$ cat config.mk
export PLATFORM = sky130hd
export DESIGN_NAME = tmr_updown
export DESIGN_NICKNAME = d
export VERILOG_FILES = /design/src/rtl/tmr_pkg.sv /design/src/rtl/tmr_dir.sv /design/src/rtl/tmr_step.sv /design/src/rtl/tmr_flags.sv /design/src/rtl/tmr_updown.sv
export SDC_FILE = /design/constraint.sdc
export NUM_CORES = 1
export LEC_CHECK = 0
export BUFFER_PORTS_ARGS = -buffer_cell sky130_fd_sc_hd__buf_2
export CORE_ASPECT_RATIO = 0.9
export CORE_MARGIN = 3
export CORE_UTILIZATION = 40
export DETAILED_ROUTE_END_ITERATION = 8
export PLACE_DENSITY = 0.74
export SLEW_MARGIN = 20
export SYNTH_ARGS = -nofsm -noshare
export SYNTH_HDL_FRONTEND = slang
export SYNTH_HIERARCHICAL = 1
export SYNTH_SLANG_ARGS = --single-unit
$ cat constraint.sdc
create_clock -name clk_i -period 2.81 [get_ports clk_i]
set_input_delay 0.562 -clock clk_i [delete_from_list [all_inputs] [get_ports clk_i]]
set_output_delay 0.562 -clock clk_i [all_outputs]
set_load 0.01 [all_outputs]
$ cat src/rtl/tmr_pkg.sv
package tmr_pkg;
  typedef enum logic {DIR_UP = 1'b0, DIR_DOWN = 1'b1} dir_e;
endpackage

$ cat src/rtl/tmr_dir.sv
module tmr_dir
  import tmr_pkg::*;
(
  input  logic dcen_i,
  input  logic dir_pin_i,
  output dir_e dir_o
);
  always_comb begin
    if (dcen_i && !dir_pin_i) dir_o = DIR_DOWN;
    else                      dir_o = DIR_UP;
  end
endmodule

$ cat src/rtl/tmr_step.sv
module tmr_step
  import tmr_pkg::*;
#(
  parameter int unsigned W = 16
) (
  input  logic [W-1:0] cnt_i,
  input  logic [W-1:0] rld_i,
  input  dir_e         dir_i,
  output logic [W-1:0] nxt_o,
  output logic         wrap_o
);
  localparam logic [W-1:0] CntMax = {W{1'b1}};

  always_comb begin
    wrap_o = 1'b0;
    if (dir_i == DIR_UP) begin
      if (cnt_i == CntMax) begin
        nxt_o  = rld_i;
        wrap_o = 1'b1;
      end else begin
        nxt_o = cnt_i + 1'b1;
      end
    end else begin
      if (cnt_i == rld_i) begin
        nxt_o  = CntMax;
        wrap_o = 1'b1;
      end else begin
        nxt_o = cnt_i - 1'b1;
      end
    end
  end
endmodule

$ cat src/rtl/tmr_flags.sv
module tmr_flags (
  input  logic clk_i,
  input  logic rst_ni,
  input  logic evt_i,
  input  logic clr_i,
  input  logic dcen_i,
  input  logic oe_i,
  output logic irq_o,
  output logic ext_o,
  output logic tog_o
);
  always_ff @(posedge clk_i or negedge rst_ni) begin
    if (!rst_ni) begin
      irq_o <= 1'b0;
      ext_o <= 1'b0;
      tog_o <= 1'b0;
    end else begin
      // set wins over clear
      if (evt_i)      irq_o <= 1'b1;
      else if (clr_i) irq_o <= 1'b0;
      if (evt_i && dcen_i) ext_o <= ~ext_o;
      if (evt_i && oe_i)   tog_o <= ~tog_o;
    end
  end
endmodule

$ cat src/rtl/tmr_updown.sv
module tmr_updown
  import tmr_pkg::*;
#(
  parameter int unsigned W = 16
) (
  input  logic         clk_i,
  input  logic         rst_ni,
  input  logic         tick_i,
  input  logic         run_i,
  input  logic         dcen_i,
  input  logic         dir_i,
  input  logic         oe_i,
  input  logic         cnt_wr_i,
  input  logic [W-1:0] cnt_wdata_i,
  input  logic         rld_wr_i,
  input  logic [W-1:0] rld_wdata_i,
  input  logic         irq_clr_i,
  output logic [W-1:0] cnt_o,
  output logic [W-1:0] rld_o,
  output logic         irq_o,
  output logic         ext_o,
  output logic         tog_o
);
  dir_e         dir;
  logic [W-1:0] cnt_nxt;
  logic         wrap;
  logic         step;
  logic         evt;

  assign step = run_i && tick_i && !cnt_wr_i;
  assign evt  = step && wrap;

  tmr_dir u_dir (
    .dcen_i   (dcen_i),
    .dir_pin_i(dir_i),
    .dir_o    (dir)
  );

  tmr_step #(.W(W)) u_step (
    .cnt_i (cnt_o),
    .rld_i (rld_o),
    .dir_i (dir),
    .nxt_o (cnt_nxt),
    .wrap_o(wrap)
  );

  tmr_flags u_flags (
    .clk_i (clk_i),
    .rst_ni(rst_ni),
    .evt_i (evt),
    .clr_i (irq_clr_i),
    .dcen_i(dcen_i),
    .oe_i  (oe_i),
    .irq_o (irq_o),
    .ext_o (ext_o),
    .tog_o (tog_o)
  );

  always_ff @(posedge clk_i or negedge rst_ni) begin
    if (!rst_ni) begin
      cnt_o <= '0;
      rld_o <= '0;
    end else begin
      if (cnt_wr_i)  cnt_o <= cnt_wdata_i;
      else if (step) cnt_o <= cnt_nxt;
      if (rld_wr_i)  rld_o <= rld_wdata_i;
    end
  end
endmodule

==> impl_metrics.env <==
export IMPL_seq_area_frac_synth=0.311
export IMPL_postSynthAreaPerCell_um2=9.11
export IMPL_cts_reportedPaths_clkPinSlew_ns=0.07
export IMPL_wl_mm=7.43
export IMPL_async_flop_share=1.00
export IMPL_grtUsageTotal=0.186
export IMPL_finalHoldViolCount=0
export IMPL_cts_buffer_depth=2
export IMPL_ctsHoldBuffers=0
export IMPL_rsz0062_at_grt="no"
export IMPL_cp_required_ns=2.99
export IMPL_dr_total_vias=2584
export IMPL_drtPass1Iterations=4
export IMPL_power_density_nw_per_um2=465
export IMPL_synth_most_common_cell="dfrtp_1"
export IMPL_wl_per_cell_um=15.9
export IMPL_yosysTopAreaCellShare=0.311
export IMPL_numClockSinks=35
export IMPL_synthDistinctLibCells=54
export IMPL_numCtsBuffers=5
export IMPL_ys_warn_count=6
export IMPL_antenna_found_initial=0
export IMPL_syn_nets=353
export IMPL_path_max_fanout=13
export IMPL_endpoint_kind="register"
export IMPL_grt_overflow=0
export IMPL_netlist_area_um2=2810
export IMPL_hold_class="in -> async"
export IMPL_n_antenna_cell=0
export IMPL_synth_seq_cells=35
export IMPL_synth_edf_count=0
export IMPL_grt_max_degree=50
export IMPL_ir_drop_v=0.000239
export IMPL_nFillCells=647
export IMPL_setup_viol=0
export IMPL_area_growth_syn_to_layout_pct=19.3
export IMPL_synthTopCellsByArea="dfrtp_1 (31%), xnor2_1 (7.5%), mux2_2 (6.4%), o311ai_2 (5.2%), nand4b_1 (5.0%)"
export IMPL_power_leakage_uw=0.00149
export IMPL_critical_path_arrival_ns=2.74
export IMPL_tightest_slew_ns=0.792
export IMPL_die_x_um=94.4
export IMPL_drive_above_1_share=0.353
export IMPL_yosysTopAreaCell="dfrtp_1"
export IMPL_gp_congestion=0.905
export IMPL_io_pins=77
export IMPL_dp_hpwl_mm=5.67
export IMPL_drt_iter0_drc=134
export IMPL_rows=28
export IMPL_cts_root_buf="clkbuf_8"
export IMPL_min_period_ns=2.56
export IMPL_start_util=0.421
export IMPL_fin_nets=420
export IMPL_synthFlopType="dfrtp_1"
export IMPL_dieArea_um2=8080
export IMPL_status="finished clean"
export IMPL_clock_skew_ns=0.00477
export IMPL_drt_vias_per_instance=5.53
export IMPL_cts_repair_resize_count=0
export IMPL_portBuffers=76
export IMPL_ant_nets=0
export IMPL_drc=0
export IMPL_worstSetupPathType="reg -> reg"
export IMPL_yosys_top_cells_count="dfrtp_1 (35), nand2_1 (34), xnor2_1 (24)"
export IMPL_fin_crit_sh=0.910
export IMPL_synthCells=309
export IMPL_grt_pass1_wl_mm=12.1
export IMPL_core_area_um2=6690
export IMPL_timing_setup_tns_ns=0
export IMPL_post_place_ws_ns=0.188
export IMPL_fmax_mhz=391
export IMPL_htreeDepth=2
export IMPL_clock_latency_ns=0.29
export IMPL_start_kind="register"
export IMPL_maxCapViolations=0
export IMPL_drv_slew=0
export IMPL_first_global_vias=2568
export IMPL_setup_ws_ns=0.253
export IMPL_die_h_um=85.6
export IMPL_slew_headroom=0.472
export IMPL_cts_tree="yes"
export IMPL_post_cts_buffers=0
-- per-stage QoR --
step                total power, uW  instance area [um2]   util  hold slack, ns  std cells
global route                   1660                 3360  0.502           0.419        467
global placement               1160                 3250  0.486           0.458        459
finish                         1560                 3360  0.502           0.355        467
CTS                            1580                 3350  0.501           0.381        467
floorplan                       990                 2810      -           0.266        309
detailed placement             1170                 3250  0.486           0.460        459
-- report_power, final --
part           total [uW]  switching, uW  internal (uW)
sequential            655           89.6            565
clock                 403            180            224
combinational         505            264            241
total                1560            533           1030
-- worst paths after layout --
check                      cells after the start                 startpoint                        end  slack, ns
max                                            7       cnt_o[2]$_DFFE_PN0P_      cnt_o[15]$_DFFE_PN0P_       0.25
min                                            1                     rst_ni      cnt_o[12]$_DFFE_PN0P_       0.35
max reg2reg                                    7       cnt_o[2]$_DFFE_PN0P_      cnt_o[15]$_DFFE_PN0P_       0.25
min reg2reg                                    1  u_flags/ext_o$_DFFE_PN0P_  u_flags/ext_o$_DFFE_PN0P_       0.47
max in group asynchronous                      1                     rst_ni       rld_o[3]$_DFFE_PN0P_       1.96
min in group clk_i                             1  u_flags/ext_o$_DFFE_PN0P_  u_flags/ext_o$_DFFE_PN0P_       0.47
-- layer usage --
metal | GRT usage | part of all wire
met2 | 0.315 | 0.47
met1 | 0.246 | 0.44
met5 | 0 | 0
met4 | 0.0459 | 0.014
met3 | 0.0342 | 0.075
-- placed cells by master (no fill, tap or decap), types with 9 or more instances in the layout --
cell and n:
buf_2 76, buf_4 15, dfrtp_1 35, inv_1 22
mux2_2 16, nand2_1 34, nand4_1 10, nand4b_1 16
nor2_1 11, o311ai_2 9, xnor2_1 24, xor2_1 10
-- state kept, by name, summed over array words and instances (netlist names) --
| signal | flops |
|---|---|
| u_flags/tog_o | 1 |
| rld_o | 16 |
| u_flags/ext_o | 1 |
| cnt_o | 16 |
| u_flags/irq_o | 1 |
-- area by class of cell --
| cell class | count | area [um2] | area share |
|---|---|---|---|
| multi-input combinational | 220 | 1690 | 0.503 |
| sequential | 35 | 876 | 0.261 |
| timing repair buffer | 91 | 493 | 0.147 |
| tap | 90 | 113 | 0.0335 |
| clock buffer | 8 | 100 | 0.0298 |
| inverter | 23 | 86.3 | 0.0257 |
-- cells by family after synthesis --
group	Yosys count	share of synthesized area
AND/OR/NAND/NOR	110	0.231
buffers and inverters	54	0.0898
AO/OA/AOI/OAI	49	0.157
flip-flops	35	0.311
XOR/XNOR	34	0.106
multiplexers	25	0.0965
adder cells (fa/ha/maj)	2	0.00889
-- critical path, stage by stage (launching register included) --
cell       delay (ns)
dfrtp_1          0.52
or4_1            0.65
or4_4            0.51
nor4_4           0.15
mux2_1           0.34
o2111ai_1        0.07
nand4b_1         0.11
o311ai_1         0.10
Power figures use the tool's default switching activity.
